**config.mk**
```make
export PLATFORM = sky130hd
export DESIGN_NAME = hc_frame_timer
export DESIGN_NICKNAME = d
export VERILOG_FILES = /design/src/rtl/hcft_pkg.sv /design/src/rtl/hcft_frame_timer.sv /design/src/rtl/hcft_irq.sv /design/src/rtl/hcft_regs.sv /design/src/rtl/hc_frame_timer.sv
export SDC_FILE = /design/constraint.sdc
export NUM_CORES = 1
export LEC_CHECK = 0
export ABC_AREA = 0
export CAP_MARGIN = 15
export CORE_MARGIN = 5
export CORE_UTILIZATION = 40
export DETAILED_ROUTE_END_ITERATION = 16
export PLACE_DENSITY_LB_ADDON = 0.3
export SLEW_MARGIN = 20
export SYNTH_ARGS = -nofsm -noshare
export SYNTH_HDL_FRONTEND = slang
export SYNTH_HIERARCHICAL = 1
export SYNTH_SLANG_ARGS = --single-unit
```
**constraint.sdc**
```tcl
create_clock -name clk_i -period 4.9 [get_ports clk_i]
set_input_delay 1.47 -clock clk_i [delete_from_list [all_inputs] [get_ports clk_i]]
set_output_delay 1.47 -clock clk_i [all_outputs]
set_load 0.02 [all_outputs]
```
**src/rtl/hcft_pkg.sv**
```systemverilog
`timescale 1ns/1ps
package hcft_pkg;
  localparam int BUS_W = 32;

  localparam int OFS_CMD     = 0;
  localparam int OFS_STS     = 2;
  localparam int OFS_IEN     = 4;
  localparam int OFS_FRNUM   = 6;
  localparam int OFS_BASE    = 8;
  localparam int OFS_BASE_HI = 10;
  localparam int OFS_SOF     = 12;

  localparam int CMD_RUN    = 0;
  localparam int CMD_HRESET = 1;
  localparam int CMD_GRESET = 2;
  localparam int CMD_GSUSP  = 3;
  localparam int CMD_FRES   = 4;
  localparam int CMD_CFG    = 6;
  localparam int CMD_MAX64  = 7;
  localparam logic [7:0] CMD_MASK = 8'hDF;

  // bit 0 = ioc ... bit 4 = proc_err
  typedef struct packed {
    logic proc_err;
    logic host_err;
    logic resume;
    logic err;
    logic ioc;
  } sts_t;

  // bit 0 = timeout/crc ... bit 3 = short packet
  typedef struct packed {
    logic short_pkt;
    logic ioc;
    logic resume;
    logic timeout;
  } ien_t;
endpackage

```
**src/rtl/hcft_frame_timer.sv**
```systemverilog
`timescale 1ns/1ps
module hcft_frame_timer #(
  parameter int FRAME_BITS  = 12000,
  parameter int SOF_W       = 7,
  parameter int SOF_DEFAULT = 64,
  parameter int FN_W        = 11
) (
  input  logic             clk_i,
  input  logic             rst_ni,
  input  logic             clr_i,
  input  logic             run_i,
  input  logic             bit_tick_i,
  input  logic [SOF_W-1:0] sof_adj_i,
  input  logic             fn_wr_i,
  input  logic [FN_W-1:0]  fn_wdata_i,
  output logic             halted_o,
  output logic             sof_strobe_o,
  output logic [FN_W-1:0]  frnum_o
);
  localparam int CNT_W = $clog2(FRAME_BITS + (1 << SOF_W));

  logic [CNT_W-1:0] cnt_q, last_cnt;
  logic [FN_W-1:0]  frnum_q;
  logic             halted_q, strobe_q;

  assign last_cnt = CNT_W'(FRAME_BITS - SOF_DEFAULT - 1)
                  + {{(CNT_W-SOF_W){1'b0}}, sof_adj_i};

  always_ff @(posedge clk_i or negedge rst_ni) begin
    if (!rst_ni) begin
      cnt_q    <= '0;
      frnum_q  <= '0;
      halted_q <= 1'b1;
      strobe_q <= 1'b0;
    end else if (clr_i) begin
      cnt_q    <= '0;
      frnum_q  <= '0;
      halted_q <= 1'b1;
      strobe_q <= 1'b0;
    end else begin
      strobe_q <= 1'b0;
      if (halted_q) begin
        cnt_q <= '0;
        if (fn_wr_i) frnum_q <= fn_wdata_i;
        if (run_i)   halted_q <= 1'b0;
      end else if (bit_tick_i) begin
        // >= tolerates the adjust shrinking mid-frame
        if (cnt_q >= last_cnt) begin
          cnt_q    <= '0;
          strobe_q <= 1'b1;
          frnum_q  <= frnum_q + FN_W'(1);
          if (!run_i) halted_q <= 1'b1;
        end else begin
          cnt_q <= cnt_q + CNT_W'(1);
        end
      end
    end
  end

  assign halted_o     = halted_q;
  assign sof_strobe_o = strobe_q;
  assign frnum_o      = frnum_q;


  strobe_single_chk: assert property (@(posedge clk_i) disable iff (!rst_ni)
    strobe_q |=> !strobe_q);

  frnum_step_chk: assert property (@(posedge clk_i) disable iff (!rst_ni)
    strobe_q |-> frnum_q == FN_W'($past(frnum_q) + FN_W'(1)));

  halt_quiet_chk: assert property (@(posedge clk_i) disable iff (!rst_ni)
    (halted_q && $past(halted_q)) |-> !strobe_q);

  tick_hold_chk: assert property (@(posedge clk_i) disable iff (!rst_ni)
    (!halted_q && !bit_tick_i && !clr_i) |=> $stable(cnt_q) && $stable(frnum_q));
endmodule

```
**src/rtl/hcft_irq.sv**
```systemverilog
`timescale 1ns/1ps
module hcft_irq
  import hcft_pkg::*;
(
  input  logic clk_i,
  input  logic rst_ni,
  input  sts_t sts_i,
  input  ien_t ien_i,
  output logic irq_o
);
  logic ioc_hit, err_hit, res_hit, fatal_hit;

  assign ioc_hit   = sts_i.ioc & (ien_i.ioc | ien_i.short_pkt);
  assign err_hit   = sts_i.err & ien_i.timeout;
  assign res_hit   = sts_i.resume & ien_i.resume;
  // system and schedule faults have no enable
  assign fatal_hit = sts_i.host_err | sts_i.proc_err;
  assign irq_o     = ioc_hit | err_hit | res_hit | fatal_hit;


  masked_quiet_chk: assert property (@(posedge clk_i) disable iff (!rst_ni)
    (ien_i == '0 && !sts_i.host_err && !sts_i.proc_err) |-> !irq_o);
endmodule

```
**src/rtl/hcft_regs.sv**
```systemverilog
`timescale 1ns/1ps
module hcft_regs
  import hcft_pkg::*;
#(
  parameter int ADDR_W      = 8,
  parameter int SOF_W       = 7,
  parameter int SOF_DEFAULT = 64,
  parameter int FN_W        = 11,
  parameter int BASE_W      = 20
) (
  input  logic              clk_i,
  input  logic              rst_ni,
  input  logic              bus_en_i,
  input  logic              bus_we_i,
  input  logic              bus_wide_i,
  input  logic [ADDR_W-1:0] bus_addr_i,
  input  logic [BUS_W-1:0]  bus_wdata_i,
  output logic [BUS_W-1:0]  bus_rdata_o,
  input  sts_t              ev_i,
  input  logic              halted_i,
  input  logic [FN_W-1:0]   frnum_i,
  output logic              run_o,
  output logic              clr_o,
  output logic              fn_wr_o,
  output logic [FN_W-1:0]   fn_wdata_o,
  output logic [SOF_W-1:0]  sof_adj_o,
  output logic [BASE_W-1:0] base_o,
  output sts_t              sts_o,
  output ien_t              ien_o
);
  localparam int LOW_SHIFT = BUS_W - BASE_W;
  localparam int LO_BITS   = 16 - LOW_SHIFT;

  logic [7:0]        cmd_q;
  sts_t              sts_q;
  ien_t              ien_q;
  logic [BASE_W-1:0] base_q;
  logic [SOF_W-1:0]  sof_q;

  logic wr, wr_cmd, wr_sts, wr_ien, wr_fn, wr_base_lo, wr_base_hi, wr_sof;
  logic [4:0] w1c;

  assign wr         = bus_en_i & bus_we_i;
  assign wr_cmd     = wr && bus_addr_i == ADDR_W'(OFS_CMD);
  assign wr_sts     = wr && bus_addr_i == ADDR_W'(OFS_STS);
  assign wr_ien     = wr && bus_addr_i == ADDR_W'(OFS_IEN);
  assign wr_fn      = wr && bus_addr_i == ADDR_W'(OFS_FRNUM);
  assign wr_base_lo = wr && bus_addr_i == ADDR_W'(OFS_BASE);
  assign wr_base_hi = wr && !bus_wide_i && bus_addr_i == ADDR_W'(OFS_BASE_HI);
  assign wr_sof     = wr && bus_addr_i == ADDR_W'(OFS_SOF);
  assign w1c        = wr_sts ? bus_wdata_i[4:0] : 5'b0;

  always_ff @(posedge clk_i or negedge rst_ni) begin
    if (!rst_ni) begin
      cmd_q  <= '0;
      sts_q  <= '0;
      ien_q  <= '0;
      base_q <= '0;
      sof_q  <= SOF_W'(SOF_DEFAULT);
    end else if (cmd_q[CMD_HRESET]) begin
      cmd_q  <= '0;
      sts_q  <= '0;
      ien_q  <= '0;
      base_q <= '0;
      sof_q  <= SOF_W'(SOF_DEFAULT);
    end else begin
      // events win over a simultaneous clear
      sts_q <= sts_t'((sts_q & ~w1c) | ev_i);
      if (wr_cmd) cmd_q <= bus_wdata_i[7:0] & CMD_MASK;
      if (wr_ien) ien_q <= ien_t'(bus_wdata_i[3:0]);
      if (wr_sof) sof_q <= bus_wdata_i[SOF_W-1:0];
      if (wr_base_lo) begin
        if (bus_wide_i) base_q <= bus_wdata_i[BUS_W-1:LOW_SHIFT];
        else            base_q[LO_BITS-1:0] <= bus_wdata_i[15:LOW_SHIFT];
      end
      if (wr_base_hi) base_q[BASE_W-1:LO_BITS] <= bus_wdata_i[15:0];
    end
  end

  always_comb begin
    bus_rdata_o = '0;
    if (bus_addr_i == ADDR_W'(OFS_CMD))
      bus_rdata_o = {{(BUS_W-8){1'b0}}, cmd_q};
    else if (bus_addr_i == ADDR_W'(OFS_STS))
      bus_rdata_o = {{(BUS_W-6){1'b0}}, halted_i, sts_q};
    else if (bus_addr_i == ADDR_W'(OFS_IEN))
      bus_rdata_o = {{(BUS_W-4){1'b0}}, ien_q};
    else if (bus_addr_i == ADDR_W'(OFS_FRNUM))
      bus_rdata_o = {{(BUS_W-FN_W){1'b0}}, frnum_i};
    else if (bus_addr_i == ADDR_W'(OFS_BASE))
      bus_rdata_o = {base_q, {LOW_SHIFT{1'b0}}};
    else if (bus_addr_i == ADDR_W'(OFS_BASE_HI))
      bus_rdata_o = {16'b0, base_q[BASE_W-1:LO_BITS]};
    else if (bus_addr_i == ADDR_W'(OFS_SOF))
      bus_rdata_o = {{(BUS_W-SOF_W){1'b0}}, sof_q};
  end

  assign run_o      = cmd_q[CMD_RUN];
  assign clr_o      = cmd_q[CMD_HRESET];
  assign fn_wr_o    = wr_fn;
  assign fn_wdata_o = bus_wdata_i[FN_W-1:0];
  assign sof_adj_o  = sof_q;
  assign base_o     = base_q;
  assign sts_o      = sts_q;
  assign ien_o      = ien_q;


  hreset_selfclear_chk: assert property (@(posedge clk_i) disable iff (!rst_ni)
    cmd_q[CMD_HRESET] |=> !cmd_q[CMD_HRESET] && sof_q == SOF_W'(SOF_DEFAULT) && ien_q == '0);

  ioc_set_chk: assert property (@(posedge clk_i) disable iff (!rst_ni)
    (ev_i.ioc && !cmd_q[CMD_HRESET]) |=> sts_q.ioc);
endmodule

```
**src/rtl/hc_frame_timer.sv**
```systemverilog
`timescale 1ns/1ps
module hc_frame_timer
  import hcft_pkg::*;
#(
  parameter int ADDR_W      = 8,
  parameter int FRAME_BITS  = 12000,
  parameter int SOF_W       = 7,
  parameter int SOF_DEFAULT = 64,
  parameter int FN_W        = 11,
  parameter int FL_ENTRIES  = 1024
) (
  input  logic              clk_i,
  input  logic              rst_ni,
  input  logic              bus_en_i,
  input  logic              bus_we_i,
  input  logic              bus_wide_i,
  input  logic [ADDR_W-1:0] bus_addr_i,
  input  logic [31:0]       bus_wdata_i,
  output logic [31:0]       bus_rdata_o,
  input  logic              bit_tick_i,
  input  logic              ev_ioc_i,
  input  logic              ev_err_i,
  input  logic              ev_resume_i,
  input  logic              ev_host_err_i,
  input  logic              ev_proc_err_i,
  output logic              sof_strobe_o,
  output logic [FN_W-1:0]   frnum_o,
  output logic [31:0]       fl_addr_o,
  output logic              halted_o,
  output logic              irq_o
);
  localparam int IDX_W  = $clog2(FL_ENTRIES);
  localparam int BASE_W = BUS_W - IDX_W - 2;

  sts_t              ev, sts;
  ien_t              ien;
  logic              run, clr, fn_wr, halted;
  logic [FN_W-1:0]   fn_wdata, frnum;
  logic [SOF_W-1:0]  sof_adj;
  logic [BASE_W-1:0] base;

  assign ev = {ev_proc_err_i, ev_host_err_i, ev_resume_i, ev_err_i, ev_ioc_i};

  hcft_regs #(
    .ADDR_W(ADDR_W), .SOF_W(SOF_W), .SOF_DEFAULT(SOF_DEFAULT),
    .FN_W(FN_W), .BASE_W(BASE_W)
  ) u_regs (
    .clk_i, .rst_ni, .bus_en_i, .bus_we_i, .bus_wide_i, .bus_addr_i,
    .bus_wdata_i, .bus_rdata_o,
    .ev_i(ev), .halted_i(halted), .frnum_i(frnum),
    .run_o(run), .clr_o(clr), .fn_wr_o(fn_wr), .fn_wdata_o(fn_wdata),
    .sof_adj_o(sof_adj), .base_o(base), .sts_o(sts), .ien_o(ien)
  );

  hcft_frame_timer #(
    .FRAME_BITS(FRAME_BITS), .SOF_W(SOF_W), .SOF_DEFAULT(SOF_DEFAULT), .FN_W(FN_W)
  ) u_timer (
    .clk_i, .rst_ni, .clr_i(clr), .run_i(run), .bit_tick_i,
    .sof_adj_i(sof_adj), .fn_wr_i(fn_wr), .fn_wdata_i(fn_wdata),
    .halted_o(halted), .sof_strobe_o, .frnum_o(frnum)
  );

  hcft_irq u_irq (
    .clk_i, .rst_ni, .sts_i(sts), .ien_i(ien), .irq_o
  );

  assign frnum_o   = frnum;
  assign halted_o  = halted;
  assign fl_addr_o = {base, frnum[IDX_W-1:0], 2'b00};
endmodule

```
==> impl_summary.md <==
Run status
The flow ran to the end, and the final reports show no timing, DRC or antenna violations.

Power
IR analysis of the VDD net gives a maximum drop of 0.149 mV. Internal power comes to 1.23 mW. The areal power density over the cells is 265 nW/um^2.

The share of power burned in registers is 0.376. The power share of the clock group is 0.436. Of the total power, combinational logic draws 0.188.

Of the total power, the share spent switching nets is 0.275. Overall power consumption after layout is estimated at 1.70 mW. The analysis attributes to cell leakage a power of 2.97 nW.

The net switching component of the power is 0.467 mW.

Cells and area
The final standard cell count with taps included and fillers excluded is 785. Of the cells placed in the final design, the portion with a size suffix greater than 1 is 0.135. The utilization after layout is 0.541. The number of nets in the layout is 696.

The number of antenna diodes is 0. The final instance area is 6410 um^2. Registers take 1760 um^2.

The combined area of the multi-input logic cells is 2650 um^2. The area growth from synthesis to layout is 34.2%. The fill cell instance count of the final layout is 1081.

Setup path
The critical path ends at bus_rdata_o[1]. The critical path class is input port to primary output. The critical path capture point type is a primary output.

In this run the critical register-to-register path is launched from u_regs/sof_adj_o[2]. In this run the critical register-to-register path is captured at u_timer/cnt_q[4]. In this run the register-to-register setup slack is 1.59 ns. The worst register-to-register path has a depth of 10. The worst setup path is launched from an input port.

The data arrival at the endpoint of the critical path is 3.30 ns. The data required time at the worst endpoint is 3.43 ns. The launch point of the worst path is bus_addr_i[3]. The largest driver fanout on the critical path is 12.

Yosys
Synthesis inferred 70 register bits. In the post-synthesis netlist, the biggest area contributors are sky130_fd_sc_hd__dfrtp_1, sky130_fd_sc_hd__mux2i_1, sky130_fd_sc_hd__nor2_1. Counting instances in the post-synthesis netlist gives the leading cell types as sky130_fd_sc_hd__dfrtp_1, sky130_fd_sc_hd__nor2_1, sky130_fd_sc_hd__buf_4, sky130_fd_sc_hd__mux2i_1, sky130_fd_sc_hd__nand2_1.

The area fraction of the dominant cell type after synthesis is 0.356. Counting flops with an async set or reset pin after synthesis yields a share of 1.00. The compound-cell area share of the yosys netlist was 0.211. The adder and majority cell fraction of the synthesized area is 0.0314.

By area, the combinational part of the netlist is dominated by simple AND/OR/NAND/NOR gates. During synthesis, Yosys emitted a total of 6 warnings. In the synthesized netlist the dominant register cell turns out to be sky130_fd_sc_hd__dfrtp_1.

Synthesis produced 521 cells. The mean instance size in the synthesized netlist is 9.17 um^2. The summed instance area of the synthesized netlist is 4780 um^2. The proportion of synthesized chip area in sequential cells is 0.367. The area share of xor/xnor cells in the synthesized design is 0.0330.

Of the total synthesized cell area, the portion taken by AND, OR, NAND and NOR gates is 0.221. In this run, distinct cell masters in the synthesized netlist total 66. After synthesis, the share of cell area in mux cells is 0.0545. The library cell with the highest instance count after synthesis is sky130_fd_sc_hd__dfrtp_1. sky130_fd_sc_hd__dfrtp_1 takes more of the synthesized area than any other cell.

The number of enable flip-flop cells after synthesis is 0.

Timing
The max-slew violation total from the final report is 0. The final setup violation count is 0. The share of the clock period used by the worst path is 0.974. For the pin with the worst max-slew slack, the measured transition is 0.928 ns. The tightest slew margin relative to the limit is 0.381. The number of hold violations in the final report is 0.

Setup total negative slack on the finished layout was measured at 0 ns. Static timing analysis puts the maximum clock frequency at 210 MHz. Setup repair after global routing left no endpoint under its margin. The clock arrives with 0.00532 ns of skew.

The clock period could shrink to 4.77 ns. The final worst slack is 0.127 ns. The tightest hold path in the finished design has a slack of 0.531 ns.

Route
The number of optimization iterations in the first detailed-route pass is 5. The violation count after the first detailed-routing iteration is 352. The total wire length after detailed routing is 15000 um.

After detailed routing, the number of remaining DRC violations is 0. The final route contains 4497 vias. Dividing the detail-routed wire length by the instance count gives 19.2 um. The detail route stage leaves a number of antenna-violating nets equal to 0. Dividing the detail-routed via count by the number of cells gives 5.73.

Placement
At the end of routability-driven placement, the weighted congestion stood at 0.817. The total of buffers placed on input and output ports is 126. The placement-stage cell area is 6100 um^2.

Before CTS, the worst setup slack after placement is -0.151 ns. After legalization and detailed placement, the total HPWL measured 11200 um. The count of placed standard cells including taps is 769.

GRT
The first-pass GRT wire length is 24500 um. The number of antenna violations at the first check in global routing is 0. The maximum number of pins on one net before global-route repair is 39. The number of global-route vias before repair was 4677. Global routing finished with a remaining overflow of 0.

Across every metal layer, demand over resource in global routing totals 0.214.

CTS
The CTS clock-pin slew for the worst setup and hold paths is 0.06 ns. TritonCTS built the clock tree. The number of buffers created by CTS is 9. The clock network latency to the later pin of the worst-skew pair is 0.35 ns.

The total clock sinks is 70. The number of buffers on the longest clock path is 2. In this run, post-CTS hold repair placed 0 buffers. The number of setup buffers added after CTS is 0. CTS placed an instance of sky130_fd_sc_hd__clkbuf_16 at the clock tree root. Post-CTS repair changed the size of 35 cells.

The H-tree was split into 3 levels.

Floorplanning
In this run the horizontal extent of the chip is 119 um. 129 I/O pins were placed. The core region is 11900 um^2. The total die area is 14200 um^2. The die is 119 um tall. In this run the core area contains 40 standard-cell rows. For this configuration, the core starts out at a cell density of 0.403.

Min path
The min-delay analysis places its worst path in the category flip-flop to flip-flop.

Run
The tool flagged a number of max-cap violations equal to 0.
power groups by stage:
stage | sequential [mW] | combinational, mW | clock, mW
final | 0.639 | 0.319 | 0.741
after global routing | 0.642 | 0.350 | 0.777
after floorplan | 0.654 | 0.173 | 0
after global placement | 0.647 | 0.310 | 0
after CTS | 0.638 | 0.319 | 0.746
after detailed placement | 0.648 | 0.317 | 0
flip-flops by register name, indices dropped and copies added, names as in the netlist:
register              cells
u_timer/halted_o          1
u_regs/base_o            20
u_regs/cmd_q              7
u_regs/ien_o              4
u_regs/sts_o              5
u_timer/sof_strobe_o      1
u_timer/frnum_o          11
u_regs/sof_adj_o          7
u_timer/cnt_q            14
critical path, cell delays in order:
cell and delay (ns):
sky130_fd_sc_hd__clkdlybuf4s50_1 0.48, sky130_fd_sc_hd__buf_4 0.21, sky130_fd_sc_hd__inv_1 0.20, sky130_fd_sc_hd__a32o_1 0.20, sky130_fd_sc_hd__a221oi_1 0.05, sky130_fd_sc_hd__a211oi_1 0.29, sky130_fd_sc_hd__dlygate4sd2_1 0.40
area by class of cell:
type                       count  share of cell area
sequential                    70               0.274
clock inverter                 3              0.0101
inverter                      12             0.00703
clock buffer                  13              0.0422
multi-input combinational    384               0.413
tap                          147              0.0287
timing repair buffer         156               0.225
logic make-up after synthesis:
family                   after synthesis
AO/OA/AOI/OAI                        130
XOR/XNOR                              18
adder cells (fa/ha/maj)               12
buffers and inverters                 68
flip-flops                            70
multiplexers                          26
other                                  1
AND/OR/NAND/NOR                      196
layout by cell type, fill, tap and decap left out, types with 17 or more instances in the layout:
cell | netlist | layout
sky130_fd_sc_hd__dlygate4sd2_1 | 0 | 32
sky130_fd_sc_hd__and2_1 | 19 | 19
sky130_fd_sc_hd__o21ai_0 | 17 | 17
sky130_fd_sc_hd__mux2i_1 | 26 | 26
sky130_fd_sc_hd__a21oi_1 | 20 | 20
sky130_fd_sc_hd__clkdlybuf4s50_1 | 0 | 93
sky130_fd_sc_hd__buf_4 | 26 | 30
sky130_fd_sc_hd__nand2_1 | 26 | 26
sky130_fd_sc_hd__dfrtp_1 | 68 | 67
sky130_fd_sc_hd__nor2_1 | 56 | 55
per-layer routing:
layer | share of wire | vias up | track usage | wire [um]
li1 | - | 2114 | - | -
met1 | 0.44 | 2194 | 0.276 | 6560
met2 | 0.48 | 161 | 0.351 | 7220
met3 | 0.063 | 28 | 0.0546 | 954
met4 | 0.020 | 0 | 0.0688 | 301
met5 | 0 | - | 0 | 0
worst min-delay path by stage:
| stage | start | end | slack [ns] | cells after the start |
|---|---|---|---|---|
| floorplan | u_regs/cmd_q[0] | u_timer/halted_o | 0.43 | 1 |
| global placement | u_regs/cmd_q[4] | u_regs/cmd_q[4] | 0.51 | 2 |
| detailed placement | u_regs/cmd_q[6] | u_regs/cmd_q[6] | 0.52 | 2 |
| CTS | u_regs/cmd_q[6] | u_regs/cmd_q[6] | 0.54 | 2 |
| global route | u_regs/cmd_q[7] | u_regs/cmd_q[7] | 0.57 | 2 |
| finish | u_regs/cmd_q[6] | u_regs/cmd_q[6] | 0.53 | 2 |
(Power assumes the default switching activity.)
